### config.mk
export PLATFORM = sky130hd
export DESIGN_NAME = dac_ramp_seq
export DESIGN_NICKNAME = d
export VERILOG_FILES = /design/src/rtl/ramp_seq_pkg.sv /design/src/rtl/ramp_step_timer.sv /design/src/rtl/ramp_accum.sv /design/src/rtl/dac_ramp_seq.sv
export SDC_FILE = /design/constraint.sdc
export NUM_CORES = 1
export LEC_CHECK = 0
export BUFFER_PORTS_ARGS = -buffer_cell sky130_fd_sc_hd__buf_2
export CORE_ASPECT_RATIO = 2
export CORE_MARGIN = 5
export CORE_UTILIZATION = 35
export CTS_CLUSTER_DIAMETER = 120
export DETAILED_ROUTE_END_ITERATION = 8
export PLACE_DENSITY_LB_ADDON = 0.05
export SLEW_MARGIN = 20
export SYNTH_ARGS = -nofsm -noshare
export SYNTH_HDL_FRONTEND = slang
export SYNTH_SLANG_ARGS = --single-unit
### constraint.sdc
create_clock -name clk -period 2.8 [get_ports clk]
set_input_delay 0.28 -clock clk [delete_from_list [all_inputs] [get_ports clk]]
set_output_delay 0.28 -clock clk [all_outputs]
set_load 0.01 [all_outputs]
### src/rtl/ramp_seq_pkg.sv
package ramp_seq_pkg;

    // HOLD: resting on a code; GLIDE: stepping toward the target
    typedef enum logic {
        ST_HOLD  = 1'b0,
        ST_GLIDE = 1'b1
    } seq_state_e;

endpackage

### src/rtl/ramp_step_timer.sv
module ramp_step_timer #(
    parameter int DLY_W     = 5,
    parameter int TICK_UNIT = 2
) (
    input  logic             clk,
    input  logic             rst_n,
    input  logic             clear,
    input  logic             run,
    input  logic             tick,
    input  logic [DLY_W-1:0] dly,
    output logic             step
);

    localparam int MAX_TICKS = TICK_UNIT * (2 ** DLY_W);
    localparam int CNT_W     = $clog2(MAX_TICKS + 1);

    logic [DLY_W-1:0] dly_q;
    logic [CNT_W-1:0] cnt_q;
    logic [CNT_W-1:0] last_cnt;

    always_comb begin
        last_cnt = CNT_W'(TICK_UNIT * (int'(dly_q) + 1) - 1);
        step     = run && tick && !clear && (cnt_q == last_cnt);
    end

    always_ff @(posedge clk or negedge rst_n) begin
        if (!rst_n) begin
            cnt_q <= '0;
            dly_q <= '0;
        end else if (clear) begin
            cnt_q <= '0;
            dly_q <= dly;
        end else if (!run) begin
            cnt_q <= '0;
        end else if (tick) begin
            cnt_q <= step ? '0 : cnt_q + 1'b1;
        end
    end

endmodule

### src/rtl/ramp_accum.sv
module ramp_accum #(
    parameter int CODE_W = 7,
    parameter int FRAC_W = 8
) (
    input  logic                     clk,
    input  logic                     rst_n,
    input  logic                     ld,
    input  logic [CODE_W-1:0]        ld_code,
    input  logic                     add,
    input  logic signed [CODE_W:0]   delta,
    output logic [CODE_W-1:0]        code
);

    localparam int ACC_W = CODE_W + FRAC_W;
    localparam int DW    = CODE_W + 1;

    logic [ACC_W-1:0] acc_q;
    logic [ACC_W-1:0] delta_ext;

    always_comb begin
        delta_ext = {{(ACC_W - DW){delta[DW-1]}}, delta};
        code      = acc_q[ACC_W-1 -: CODE_W];
    end

    always_ff @(posedge clk or negedge rst_n) begin
        if (!rst_n) begin
            acc_q <= '0;
        end else if (ld) begin
            acc_q <= {ld_code, {FRAC_W{1'b0}}};
        end else if (add) begin
            acc_q <= acc_q + delta_ext;
        end
    end

endmodule

### src/rtl/dac_ramp_seq.sv
module dac_ramp_seq
    import ramp_seq_pkg::*;
#(
    parameter int CODE_W    = 7,
    parameter int STEP_W    = 8,
    parameter int DLY_W     = 5,
    parameter int TICK_UNIT = 2,
    parameter int PROF_W    = 2
) (
    input  logic              clk,
    input  logic              rst_n,
    input  logic              us_tick,
    input  logic              tgt_load,
    input  logic [CODE_W-1:0] tgt_code,
    input  logic              turbo_bit,
    input  logic              glide_en,
    input  logic [DLY_W-1:0]  step_dly,
    input  logic [PROF_W-1:0] load_prof,
    input  logic              swap_req,
    input  logic [CODE_W-1:0] swap_code,
    output logic [CODE_W-1:0] out_code,
    output logic              busy,
    output logic              hiz_req,
    output logic              turbo_act,
    output logic [PROF_W-1:0] turbo_prof
);

    localparam int FRAC_W = STEP_W;
    localparam int DW     = CODE_W + 1;

    seq_state_e st_q, st_d;

    logic                 step;
    logic                 acc_ld;
    logic                 acc_add;
    logic [CODE_W-1:0]    ld_code;
    logic signed [DW-1:0] delta_q;
    logic [STEP_W-1:0]    stp_q;
    logic                 last_step;
    logic                 load_ok;
    logic                 glide_go;

    ramp_step_timer #(
        .DLY_W    (DLY_W),
        .TICK_UNIT(TICK_UNIT)
    ) u_timer (
        .clk  (clk),
        .rst_n(rst_n),
        .clear(glide_go),
        .run  (st_q == ST_GLIDE),
        .tick (us_tick),
        .dly  (step_dly),
        .step (step)
    );

    ramp_accum #(
        .CODE_W(CODE_W),
        .FRAC_W(FRAC_W)
    ) u_accum (
        .clk    (clk),
        .rst_n  (rst_n),
        .ld     (acc_ld),
        .ld_code(ld_code),
        .add    (acc_add),
        .delta  (delta_q),
        .code   (out_code)
    );

    // next-state and datapath control
    always_comb begin
        load_ok   = tgt_load && !swap_req;
        glide_go  = load_ok && glide_en;
        last_step = (stp_q == {STEP_W{1'b1}});
        st_d      = st_q;
        acc_ld    = 1'b0;
        acc_add   = 1'b0;
        ld_code   = tgt_code;
        unique case (st_q)
            ST_HOLD: begin
                if (swap_req) begin
                    acc_ld  = 1'b1;
                    ld_code = swap_code;
                end else if (glide_go) begin          // START
                    acc_ld  = 1'b1;
                    ld_code = out_code;
                    st_d    = ST_GLIDE;
                end else if (load_ok) begin
                    acc_ld  = 1'b1;
                end
            end
            ST_GLIDE: begin
                if (swap_req) begin                   // CUT by swap
                    acc_ld  = 1'b1;
                    ld_code = swap_code;
                    st_d    = ST_HOLD;
                end else if (glide_go) begin          // RESTART
                    acc_ld  = 1'b1;
                    ld_code = out_code;
                end else if (load_ok) begin           // CUT by direct load
                    acc_ld  = 1'b1;
                    st_d    = ST_HOLD;
                end else if (step) begin
                    acc_add = 1'b1;
                    if (last_step) begin              // FINISH
                        st_d = ST_HOLD;
                    end
                end
            end
            default: st_d = ST_HOLD;
        endcase
    end

    // state register
    always_ff @(posedge clk or negedge rst_n) begin
        if (!rst_n) begin
            st_q <= ST_HOLD;
        end else begin
            st_q <= st_d;
        end
    end

    // registered outputs and ramp bookkeeping
    always_ff @(posedge clk or negedge rst_n) begin
        if (!rst_n) begin
            delta_q    <= '0;
            stp_q      <= '0;
            turbo_act  <= 1'b0;
            turbo_prof <= '0;
        end else begin
            if (glide_go) begin
                delta_q <= $signed({1'b0, tgt_code}) - $signed({1'b0, out_code});
                stp_q   <= '0;
            end else if (acc_add) begin
                stp_q   <= stp_q + 1'b1;
            end
            if (load_ok) begin
                turbo_act  <= turbo_bit && !glide_en;
                turbo_prof <= load_prof;
            end
        end
    end

    always_comb begin
        busy    = (st_q == ST_GLIDE);
        hiz_req = (out_code == '0);
    end

endmodule

# Word-level counts from Yosys, hierarchy flattened
# Cells that the tools add are included.
[op_classes] bitwise_logic=1 muxes=26 n_reduce_logical=13 addsub=6 eq_ne=4
[ops] op="7-bit 2-to-1 mux" n=6
[ops] op="15-bit 2-to-1 mux" n=2
[ops] op="8-bit 2-to-1 mux" n=2
[ops] op="15-bit adder" n=1
[ops] op="1-bit 2-to-1 mux" n=15
[ops] op="8-bit by 1-bit adder with 8-bit output (second input constant)" n=1
[ops] op="8-bit == test (second input constant)" n=1
[ops] op="7-bit by 7-bit subtractor with 8-bit output" n=1
[ops] op="7-bit by 1-bit adder with 7-bit output (second input constant)" n=1
[ops] op="7-bit == test" n=1
[ops] op="7-bit logical NOT" n=1
[ops] op="7-bit by 2-bit subtractor with 7-bit output (second input constant)" n=1
[ops] op="5-bit by 1-bit adder with 6-bit output (second input constant)" n=1
[ops] op="1-bit logical AND" n=6
[ops] op="2-bit nonzero test" n=2
[ops] op="1-bit logical NOT" n=3
[ops] op="3-bit by 2-bit != test with 1-bit output (second input constant)" n=1
[ops] op="3-bit != test (second input constant)" n=1
[ops] op="1-bit case mux with 2 select lines" n=1
[ops] op="2-bit AND reduction" n=1
[ops] op="1-bit NOT" n=1
[word_totals] out_inout_bits=12 ff_bits=47 input_bits=28 word_cells=59

# Logic depth before layout (Yosys ltp)
# Gate-level depths: netlist of the first run.
[logic_depth] word_depth=13 mapped_depth=10 mapped_depth_nobuf=10

# Modules after synthesis
# Synthesis of the first run repeated with hierarchy kept, for this count alone.
[unflattened] hier_cells=398 area_unflattened_um2=3544.6
[modules_own_cells] mod="dac_ramp_seq" n_inst=1 cells_each=150 area_each_um2=1318.8
[modules_own_cells] mod="ramp_accum" n_inst=1 cells_each=141 area_each_um2=1262.5
[modules_own_cells] mod="ramp_step_timer" n_inst=1 cells_each=107 area_each_um2=963.4

# Worst setup path after synthesis of the first run
# No wires, ideal clock.
[synth_timing] kind="flip-flop to flip-flop" start="register delta_q[0]" end="register u_accum.acc_q[14]" path_buffers=0 required_ns=2.680 path_slack_ns=0.207 stages_incl_launch_ff=10 setup_time_ns=0.120 period_less_slack_ns=2.593 t_arrival_ns=2.473 path_cell_list="dfrtp_1 ha_1 fa_1 a211oi_1 nor2_1 o21ai_0 o31ai_1 and3_1 or4_1 o211a_1"
[synth_via] elab_chain_cells=3
[synth_lines] element="from (decl)" line="dac_ramp_seq.sv:37" source="logic signed [DW-1:0] delta_q;"
[synth_lines] element="from (signal assigned)" line="dac_ramp_seq.sv:131" source="delta_q <= $signed({1'b0, tgt_code}) - $signed({1'b0, out_code});"
[synth_lines] element="15-bit adder" line="ramp_accum.sv:31" source="acc_q <= acc_q + delta_ext;"
[synth_lines] element="15-bit 2-to-1 mux" line="ramp_accum.sv:30" source="end else if (add) begin"
[synth_lines] element="15-bit 2-to-1 mux" line="ramp_accum.sv:28" source="end else if (ld) begin"
[synth_lines] element="to (signal assigned)" line="ramp_accum.sv:29" source="acc_q <= {ld_code, {FRAC_W{1'b0}}};"
[synth_lines] element="to (signal assigned)" line="ramp_accum.sv:31"
[synth_lines] element="to (decl)" line="ramp_accum.sv:17" source="logic [ACC_W-1:0] acc_q;"
# No other way between the ends. The select of a mux whose other input is x is not followed.
# A chain may end at the register's enable or synchronous reset.

# Worst setup path after layout of the first run
[layout_timing] start="register u_timer.dly_q[0]" end="register u_accum.acc_q[14]"
[layout_via] elab_chain_cells=11
[layout_lines] element="from (decl)" line="ramp_step_timer.sv:17" source="logic [DLY_W-1:0] dly_q;"
[layout_lines] element="from (signal assigned)" line="ramp_step_timer.sv:32" source="dly_q <= dly;"
[layout_lines] element="5-bit by 1-bit adder with 6-bit output" line="ramp_step_timer.sv:22" source="last_cnt = CNT_W'(TICK_UNIT * (int'(dly_q) + 1) - 1);"
[layout_lines] element="7-bit by 2-bit subtractor with 7-bit output" line="ramp_step_timer.sv:22"
[layout_lines] element="7-bit == test" line="ramp_step_timer.sv:23" source="step = run && tick && !clear && (cnt_q == last_cnt);"
[layout_lines] element="1-bit logical AND" line="ramp_step_timer.sv:23"
[layout_lines] element="1-bit 2-to-1 mux" line="dac_ramp_seq.sv:102" source="end else if (step) begin"
[layout_lines] element="1-bit 2-to-1 mux" line="dac_ramp_seq.sv:99" source="end else if (load_ok) begin"
[layout_lines] element="1-bit 2-to-1 mux" line="dac_ramp_seq.sv:96" source="end else if (glide_go) begin"
[layout_lines] element="1-bit 2-to-1 mux" line="dac_ramp_seq.sv:92" source="if (swap_req) begin"
[layout_lines] element="1-bit 2-to-1 mux" line="dac_ramp_seq.sv:78" source="unique case (st_q)"
[layout_lines] element="2-bit nonzero test (no source line)"
[layout_lines] element="2-bit AND reduction (no source line)"
# No other way between the ends.

==> results.sh, run 1 <==
export IMPL_drcViolationCount=0
export IMPL_yosysWarnings=0
export IMPL_worst_ep_required_time_ps=2980
export IMPL_place_area_sq_mm=0.00382
export IMPL_synth_edf_count=0
export IMPL_fp_row_count=51
export IMPL_wl_mm=9.81
export IMPL_crit_path_max_incr_delay_ps=550
export IMPL_cts_sinks=47
export IMPL_start_kind="flop"
export IMPL_cp_top_family="simple AND/OR/NAND/NOR gates"
export IMPL_powerDensity_mw_per_mm2=608
export IMPL_die_area_sq_mm=0.0120
export IMPL_yosysSeqAreaShare=0.342
export IMPL_vias_per_cell=5.29
export IMPL_worstPathMaxFanout=6
export IMPL_fin_crit_sh=0.939
export IMPL_drt_iter0_markers=124
export IMPL_tightest_slew_ps=678
export IMPL_grtUsageTotal=0.176
export IMPL_overflow=0
export IMPL_postRouteAntennaNets=0
export IMPL_finalMaxSlewViolations=0
export IMPL_ys_flop_type="dfrtp_1"
export IMPL_worstSkewPairLatency_ps=290
export IMPL_finalWeightedCongestion=0.835
export IMPL_critical_path_slowest_cell="or4_1"
export IMPL_port_buffers=39
export IMPL_die_x_microns=80.1
export IMPL_antenna_found_initial=0
export IMPL_antenna_cells=0
export IMPL_maxCapViolations=0
export IMPL_drt_first_pass_iters=6
export IMPL_wire_per_inst_microns=17.3
export IMPL_ir_drop_uv=292
export IMPL_syn_inst=390
export IMPL_layout_cells_most_common="dfrtp_1"
export IMPL_worstSetupPathType="reg2reg"
export IMPL_layout_drive_gt1_share=0.186
export IMPL_max_freq_mhz=381
export IMPL_grt_pass1_wl_mm=16.1
export IMPL_syn_nets=445
export IMPL_cts_buffer_depth=2
export IMPL_skew_ps=7.28
export IMPL_clkTransAtPathRegs_ps=70
export IMPL_status="completed"
export IMPL_hold_path_class="in2async"
export IMPL_dp_hpwl_mm=8.09
export IMPL_report_final_hold_viol_count=0
export IMPL_fin_util=0.413
export IMPL_avgSynthCellArea_sq_um=8.81
export IMPL_syn_to_final_growth_pct=16.4
export IMPL_clockRootBuffer="clkbuf_16"
export IMPL_crit_path_cell_trace="ha_1 -> nor3_1 -> a31oi_1 -> a21boi_0 -> xnor2_1 -> o211ai_2 -> or4_1 -> o211a_1"
export IMPL_final_cell_area_sq_mm=0.00400
export IMPL_finalSetupViolations=0
export IMPL_relSlewSlack=0.548
export IMPL_p_leak_nw=1.93
export IMPL_synthArstFlopShare=1.00
export IMPL_vias=3006
export IMPL_crit_path_end_kind="flop"
export IMPL_grt_pass1_vias=3181
export IMPL_synth_seq_cells=47
export IMPL_grt_start_max_net_pins=30
export IMPL_ios=40
export IMPL_core_area_sq_mm=0.00970
export IMPL_nets=491
export IMPL_synth_area_sq_mm=0.00344
export IMPL_initial_utilization=0.354
export IMPL_ctsHtreeMaxLevel=2
export IMPL_numCtsBuffers=5
export IMPL_layout_common_cells="dfrtp_1, nand2_1, buf_2"
export IMPL_fin_crit_ps=2630
export IMPL_critPathBufInv=0
export IMPL_die_height_microns=150
export IMPL_synth_cell_types=57
export IMPL_arrival_ps=2810
export IMPL_tritoncts="done"
-- routing by layer --
metal,routed length (microns),up-vias,track usage
li1,-,1488,-
met5,0,-,0
met3,248,18,0.0180
met2,5820,63,0.351
met1,3330,1437,0.170
met4,415,0,0.0888
-- worst paths after layout --
kind	depth (start not counted)	slack (ps)	startpoint	endpoint
setup / recovery	8	170	u_timer.dly_q[0]	u_accum.acc_q[14]
hold / removal	1	20	rst_n	u_timer.dly_q[4]
max in group asynchronous	2	2160	rst_n	u_accum.acc_q[10]
hold reg to reg	2	490	delta_q[0]	delta_q[0]
setup reg to reg	8	170	u_timer.dly_q[0]	u_accum.acc_q[14]
min in group clk	3	180	step_dly[0]	u_timer.dly_q[0]
-- metrics by stage --
step	instances	worst slack, ps	hold slack, ps	TNS [ps]	total power, mW
floorplan	390	207	-15.6	0	1.51
global placement	559	38.9	363	0	1.79
detailed placement	559	19.9	374	0	1.79
CTS	566	13.2	60.9	0	2.48
global route	568	-2.67	90.1	-2.67	2.63
finish	568	172	21.1	0	2.43
-- cells by family after synthesis --
| family | synth area share |
|---|---|
| XOR/XNOR | 0.0710 |
| flip-flops | 0.342 |
| AND/OR/NAND/NOR | 0.193 |
| buffers and inverters | 0.0622 |
| multiplexers | 0.0244 |
| AO/OA/AOI/OAI | 0.205 |
| adder cells (fa/ha/maj) | 0.103 |
-- flip-flops by register name, indices dropped and copies added, names as in the netlist --
| signal | flops |
|---|---|
| u_timer.cnt_q | 7 |
| stp_q | 8 |
| u_timer.dly_q | 5 |
| turbo_act | 1 |
| u_accum.acc_q | 15 |
| turbo_prof | 2 |
| busy | 1 |
| delta_q | 8 |
-- worst register-to-register path, stage by stage (launching register included) --
cell	delay, ps
dfrtp_1	420
ha_1	390
nor3_1	210
a31oi_1	70
a21boi_0	260
xnor2_1	260
o211ai_2	240
or4_1	550
o211a_1	120
-- synth_stat cells (4+ instances only) --
master     instances  area [sq um]
dfrtp_1           47          1180
nand2_1           40           150
o21ai_0           34           170
inv_1             27           101
nand3_1           27           135
ha_1              25           313
a21oi_1           21           105
xnor2_1           15           131
nor2_1            14          52.6
xor2_1            11          96.3
and3_1             9          56.3
clkbuf_1           8          30.0
or3_1              8          50.1
buf_4              7          52.6
a21o_1             6          45.0
nor3_1             6          30.0
o31ai_1            6          45.0
a22o_1             5          43.8
mux2i_1            5          50.1
and2_1             4          25.0
o2111ai_1          4          35.0
o211ai_1           4          30.0
-- power by group --
group / internal [mW] / switching, mW / leakage [nW]
registers: 0.759 / 0.0898 / 0.617
logic: 0.392 / 0.521 / 1.24
clock network: 0.417 / 0.253 / 0.0769
-- what timing repair did --
| action | 4_1_cts | 5_1_grt |
|---|---|---|
| setup buffers | 0 | 2 |
| gates resized for setup | 0 | 3 |
| hold buffers | 0 | 0 |
| setup endpoints to repair | 0 | 9 |
-- cell type report --
class                           count  area, sq um
Clock inverter                      1         30.0
Timing Repair Buffer               59          345
Sequential cell                    47         1180
Multi-Input combinational cell    296         2050
Inverter                           27          101
Tap cell                          132          165
Fill cell                        1042         5700
Clock buffer                        6          129
Note: power is estimated with default switching activity, not from simulation.
==> run 2, diff against run 1 <==
Settings changed: ABC_AREA set to 1, CAP_MARGIN set to 40, PLACE_DENSITY_LB_ADDON 0.05 to 0.12.
==> run 2 against run 1 <==
Setup slack better by 230 ps; routed wire length is 9.8% higher; critical path type unchanged; highest routed layer unchanged; global-route usage down 0.39 points; clock-buffer cell count unchanged; largest power group is now sequential cells; worst hold slack lost 1.0 ps.
==> results.sh, run 2 <==
export IMPL_synth_area_sq_mm=0.00372
export IMPL_ys_flop_type="dfrtp_1"
export IMPL_synthArstFlopShare=1.00
export IMPL_nets=584
export IMPL_layout_drive_gt1_share=0.177
export IMPL_rr_worst_depth=15
export IMPL_nFillCells=1177
export IMPL_layout_cells_most_common="nand2_1"
export IMPL_synth_common_cells="nand2_1, nand3_1, dfrtp_1, inv_1, nor2_1"
export IMPL_final_cell_area_sq_mm=0.00416
export IMPL_start_kind="flop"
export IMPL_fin_crit_ps=2400
export IMPL_regMostFlops="u_accum.acc_q"
export IMPL_reg_top3="u_accum.acc_q: 15 flops, delta_q: 8 flops, stp_q: 8 flops"
export IMPL_largest_reg_flops=15
export IMPL_cts_buffer_depth=2
export IMPL_ctsHtreeMaxLevel=2
export IMPL_port_buffers=39
export IMPL_synth_area_leader_cell="dfrtp_1"
export IMPL_worstPathMaxFanout=23
export IMPL_worstSetupPathType="reg2reg"
export IMPL_place_area_sq_mm=0.00398
export IMPL_syn_inst=497
export IMPL_hold_path_class="in2async"
export IMPL_report_final_hold_viol_count=0
export IMPL_yosysSeqAreaShare=0.316
export IMPL_rsz0062_at_grt="false"
export IMPL_grtUsageTotal=0.172
export IMPL_worst_ep_required_time_ps=2980
export IMPL_grt_start_max_net_pins=38
export IMPL_synth_seq_cells=47
export IMPL_drt_iter0_markers=154
export IMPL_relSlewSlack=0.554
export IMPL_syn_to_final_growth_pct=11.8
export IMPL_ios=40
export IMPL_r2r_setup_slack_ps=400
export IMPL_finalWeightedCongestion=0.887
export IMPL_die_height_microns=156
export IMPL_die_x_microns=82.9
export IMPL_avgSynthCellArea_sq_um=7.48
export IMPL_final_setup_tns_ps=0
export IMPL_antenna_found_initial=0
export IMPL_die_area_sq_mm=0.0129
export IMPL_p_sw_frac=0.379
export IMPL_grt_pass1_wl_mm=17.5
export IMPL_wire_per_inst_microns=16.1
export IMPL_power_internal_mw=1.53
export IMPL_pwr_share_clk=0.290
export IMPL_clkTransAtPathRegs_ps=60
export IMPL_pwr_share_comb=0.354
export IMPL_fin_crit_sh=0.857
export IMPL_antenna_cells=0
export IMPL_postRouteAntennaNets=0
export IMPL_reg2reg_from="u_timer.dly_q[0]"
export IMPL_synthTopCellsByArea="dfrtp_1, nand2_1, ha_1, nand3_1, inv_1"
export IMPL_p_sw_mw=0.936
export IMPL_core_area_sq_mm=0.0105
export IMPL_vias_per_cell=5.12
export IMPL_hold_buffers=0
export IMPL_post_cts_buffers=0
export IMPL_grt_pass1_vias=3554
export IMPL_crit_path_end="stp_q[6]"
export IMPL_ctsResizeCount=0
export IMPL_crit_path_end_kind="flop"
export IMPL_arrival_ps=2580
export IMPL_synthDominantCellAreaShare=0.316
export IMPL_yosysWarnings=0
export IMPL_yosysMostFrequentCell="nand2_1"
export IMPL_synth_edf_count=0
export IMPL_initial_utilization=0.355
export IMPL_p_leak_nw=2.09
export IMPL_maxCapViolations=0
export IMPL_r2r_end="stp_q[6]"
export IMPL_skew_ps=11.8
export IMPL_max_freq_mhz=417
export IMPL_ir_drop_uv=384
export IMPL_numCtsBuffers=5
export IMPL_worstSkewPairLatency_ps=290
export IMPL_dp_hpwl_mm=8.74
export IMPL_synth_cell_types=35
export IMPL_drcViolationCount=0
export IMPL_vias=3413
export IMPL_syn_nets=552
export IMPL_clockRootBuffer="clkbuf_16"
export IMPL_status="completed"
export IMPL_wl_mm=10.8
export IMPL_cts_sinks=47
export IMPL_tightest_slew_ps=669
export IMPL_overflow=0
export IMPL_finalMaxSlewViolations=0
export IMPL_finalSetupViolations=0
export IMPL_powerDensity_mw_per_mm2=594
export IMPL_tritoncts="done"
export IMPL_startpoint="u_timer.dly_q[0]"
export IMPL_fp_row_count=53
export IMPL_layout_common_cells="nand2_1, nand3_1, dfrtp_1"
export IMPL_p_seq_frac=0.356
export IMPL_drt_first_pass_iters=5
-- run 2: cell count changes in the layout (fill, tap and decap cells not counted), sizes merged, moves of 10 or more --
cell | before | now
nand3 | 28 | 59
nor2 | 14 | 41
nand2 | 41 | 148
buf | 59 | 44
inv | 27 | 46
xnor2 | 16 | 6
-- run 2: worst min-delay path by stage --
stage                     start               end  slack, ps  cells past startpoint
after floorplan           rst_n              busy        -20                      0
after global placement    rst_n        delta_q[0]        350                      1
after detailed placement  rst_n  u_timer.dly_q[4]        370                      1
after CTS                 rst_n  u_timer.cnt_q[5]         50                      1
after global routing      rst_n  u_timer.dly_q[4]         70                      1
final                     rst_n  u_timer.dly_q[4]         20                      1
-- run 2: layout make-up --
| cell class | count | area [sq um] | share of cell area |
|---|---|---|---|
| sequential | 47 | 1180 | 0.283 |
| timing repair buffer | 44 | 233 | 0.0560 |
| clock buffer | 6 | 139 | 0.0334 |
| clock inverter | 2 | 35.0 | 0.00843 |
| tap | 137 | 171 | 0.0412 |
| inverter | 46 | 173 | 0.0415 |
| multi-input combinational | 385 | 2230 | 0.536 |
-- run 2: power by group through the flow --
stage	Combinational, mW	Sequential, mW	Clock (mW)
5_1_grt	0.997	0.892	0.763
4_1_cts	0.889	0.881	0.738
2_1_floorplan	0.677	0.842	0
3_5_place_dp	0.885	0.894	0
6_report	0.874	0.878	0.715
3_3_place_gp	0.878	0.892	0
-- run 2: critical path, cell delays in order (launching register included) --
cell	delay, ps
dfrtp_1	580
ha_1	330
inv_2	60
nand2_2	80
nand2_4	70
nor2_4	80
nand2_1	80
nand2_1	60
nand2_1	60
nand2_1	110
nor2_4	60
nand4_4	70
buf_4	340
nand2_4	140
nand3_1	90
nand2_1	50
-- run 2: layer usage --
layer | track usage | routed length (microns)
met1 | 0.160 | 3740
met2 | 0.351 | 6290
met3 | 0.0201 | 189
met4 | 0.0966 | 551
met5 | 0 | 0
-- run 2: stage by stage --
stage,util,total power [mW],hold WS (ps),instances,setup slack (ps)
after floorplan,-,1.52,-15.6,497,855
after detailed placement,0.380,1.78,368,659,382
after global routing,0.397,2.65,68.5,667,151
final,0.397,2.47,20.1,667,400
after CTS,0.397,2.51,50.0,667,362
after global placement,0.380,1.77,353,659,413
-- run 2: cell families after synthesis --
kind of cell | synth area share
simple gates | 0.346
mux | 0.00606
compound gates | 0.110
fa+ha+maj | 0.0949
xor+xnor | 0.0424
flops | 0.316
buf+inv | 0.0841
==> run 3, diff against run 2 <==
--- a/config.mk
+++ b/config.mk
@@ -10,5 +10,5 @@
 export CAP_MARGIN = 40
 export CORE_ASPECT_RATIO = 2
-export CORE_MARGIN = 5
+export CORE_MARGIN = 2
 export CORE_UTILIZATION = 35
 export CTS_CLUSTER_DIAMETER = 120
@@ -19,2 +19,3 @@
 export SYNTH_HDL_FRONTEND = slang
 export SYNTH_SLANG_ARGS = --single-unit
+export TNS_END_PERCENT = 1
==> constraint.sdc (replaced) <==
create_clock -name clk -period 2.8 [get_ports clk]
set_input_delay 0 -clock clk [delete_from_list [all_inputs] [get_ports clk]]
set_output_delay 0 -clock clk [all_outputs]
set_load 0.01 [all_outputs]
==> run 3 against run 2 <==
Critical path depth unchanged; clock power decreased by 16%; total power decreased by 4.7%; register-to-register slack improved by 20 ps; sequential power about the same; via count decreased by 1.8%; cell count increased by 1.5%; clock skew decreased by 4.3 ps; final area increased by 1.9%; utilization increased by 1.0 points; flip-flop and latch count unchanged; non-clock buffer count increased by 10; critical path type unchanged; largest power group unchanged.
==> results.sh, run 3 (same netlist as run 2, synthesis figures left out) <==
export IMPL_status="completed"
export IMPL_grt_start_max_net_pins=38
export IMPL_ctsHtreeMaxLevel=2
export IMPL_drt_first_pass_iters=4
export IMPL_dp_slack_ps=430
export IMPL_layout_drive_gt1_share=0.172
export IMPL_wl_mm=10.7
export IMPL_ir_drop_uv=249
export IMPL_postRouteAntennaNets=0
export IMPL_grt_pass1_wl_mm=17.4
export IMPL_numCtsBuffers=5
export IMPL_largest_reg_flops=15
export IMPL_fin_crit_sh=0.850
export IMPL_multiInputGateArea_sq_mm=0.00223
export IMPL_ios=40
export IMPL_clockRootBuffer="clkbuf_16"
export IMPL_nets=594
export IMPL_crit_path_end_kind="flop"
export IMPL_worstSetupPathType="reg2reg"
export IMPL_tightest_slew_ps=557
export IMPL_nFillCells=1109
export IMPL_start_kind="flop"
export IMPL_layout_common_cells="nand2_1, nand3_1, dfrtp_1"
export IMPL_rsz0062_at_grt="false"
export IMPL_wire_per_inst_microns=15.8
export IMPL_reg2reg_from="u_timer.dly_q[0]"
export IMPL_drcViolationCount=0
export IMPL_maxCapViolations=0
export IMPL_relSlewSlack=0.628
export IMPL_worstSkewPairLatency_ps=290
export IMPL_use_met3=0.0163
export IMPL_final_seq_area_sq_mm=0.00118
export IMPL_antenna_cells=0
export IMPL_vias_per_cell=4.95
export IMPL_holdPathStages=3
export IMPL_port_buffers=39
export IMPL_powerDensity_mw_per_mm2=555
export IMPL_worst_ep_required_time_ps=2980
export IMPL_fp_row_count=53
export IMPL_overflow=0
export IMPL_top_usage_layer="met2"
export IMPL_skew_ps=7.49
export IMPL_r2r_end="stp_q[2]"
export IMPL_finalWeightedCongestion=0.820
export IMPL_antenna_found_initial=0
export IMPL_met1_usage=0.187
export IMPL_cts_buffer_depth=2
export IMPL_grtUsageTotal=0.196
export IMPL_clkTransAtPathRegs_ps=70
export IMPL_max_freq_mhz=420
export IMPL_finalMaxSlewViolations=0
export IMPL_placedCellCount=659
export IMPL_initial_utilization=0.357
export IMPL_finalSetupViolations=0
export IMPL_min_from="us_tick"
export IMPL_p_leak_nw=2.12
export IMPL_final_setup_tns_ps=0
export IMPL_rr_worst_depth=15
export IMPL_grt_pass1_vias=3470
export IMPL_reg_top3="u_accum.acc_q: 15 flops, delta_q: 8 flops, stp_q: 8 flops"
export IMPL_tritoncts="done"
export IMPL_drt_iter0_markers=123
export IMPL_fin_crit_ps=2380
export IMPL_vias=3350
export IMPL_ctsResizeCount=0
export IMPL_cts_sinks=47
export IMPL_report_final_hold_viol_count=0
export IMPL_r2r_setup_slack_ps=420
export IMPL_stdcell_count=677
export IMPL_fin_ws_ps=419
export IMPL_grt_use_met2=0.392
export IMPL_die_height_microns=150
export IMPL_holdPathEnd="u_timer.cnt_q[0]"
export IMPL_syn_to_final_growth_pct=13.9
export IMPL_die_x_microns=76.9
export IMPL_layout_cells_most_common="nand2_1"
export IMPL_core_area_sq_mm=0.0104
export IMPL_hold_path_class="in2reg"
export IMPL_fin_util=0.407
export IMPL_regMostFlops="u_accum.acc_q"
export IMPL_dp_hpwl_mm=8.63
export IMPL_die_area_sq_mm=0.0115
export IMPL_worstPathMaxFanout=23
export IMPL_arrival_ps=2570
==> run 3: changes by cell type in the layout (fill, tap and decap cells not counted) <==
cell,before,now
buf_4,5,4
clkbuf_1,0,1
dlygate4sd3_1,0,10
clkbuf_8,1,0
bufinv_16,1,0
buf_12,0,1
clkinvlp_4,0,1
==> run 3: through the flow <==
stage | hold slack (ps) | total power, mW | cell area (sq um)
3_3_place_gp | 188 | 1.75 | 3980
3_5_place_dp | -89.2 | 1.77 | 4000
4_1_cts | 58.5 | 2.39 | 4240
2_1_floorplan | -296 | 1.52 | 3720
6_report | 59.5 | 2.35 | 4240
5_1_grt | 75.9 | 2.55 | 4240
==> run 3: area by class of cell <==
cell class	count	share of cell area
multi-input cells	385	0.526
clock buffers	6	0.0304
repair buffers	54	0.0815
clock inverters	2	0.00295
inverters	46	0.0408
flip-flops and latches	47	0.278
well taps	137	0.0405
==> run 3: repair_timing <==
item,CTS,global route
setup endpoints to repair,0,0
hold endpoints to repair,55,0
hold buffers,10,0
buffers inserted,0,0
==> run 3: worst max path at each step <==
stage	endpoint	from	slack [ps]
global route	stp_q[6]	u_timer.dly_q[0]	190
detailed placement	stp_q[2]	u_timer.dly_q[0]	430
floorplan	u_accum.acc_q[9]	u_timer.dly_q[1]	850
global placement	stp_q[6]	u_timer.dly_q[0]	480
finish	stp_q[2]	u_timer.dly_q[0]	420
CTS	stp_q[2]	u_timer.dly_q[0]	420
==> run 3: layer usage <==
| metal | part of all wire | up-vias |
|---|---|---|
| met4 | 0.052 | 0 |
| li1 | - | 1720 |
| met3 | 0.014 | 25 |
| met2 | 0.58 | 60 |
| met5 | 0 | - |
| met1 | 0.35 | 1545 |
==> run 3: worst max-delay path, cell delays in order (launching register included) <==
cell and delay (ps):
dfrtp_1 560, ha_1 330, inv_2 60, nand2_2 70, nand2_4 70, nor2_4 90
nand2_2 70, nor2_1 80, nand2_1 90, nand2_2 100, nor2_4 50, nand4_4 70
buf_4 340, nand2_4 140, nand3_1 100, nand2_1 50
==> run 3: where the power goes <==
part	total (mW)	internal (mW)	switching [mW]
registers	0.879	0.760	0.119
logic	0.872	0.335	0.537
clock network	0.601	0.330	0.271
total	2.35	1.43	0.926
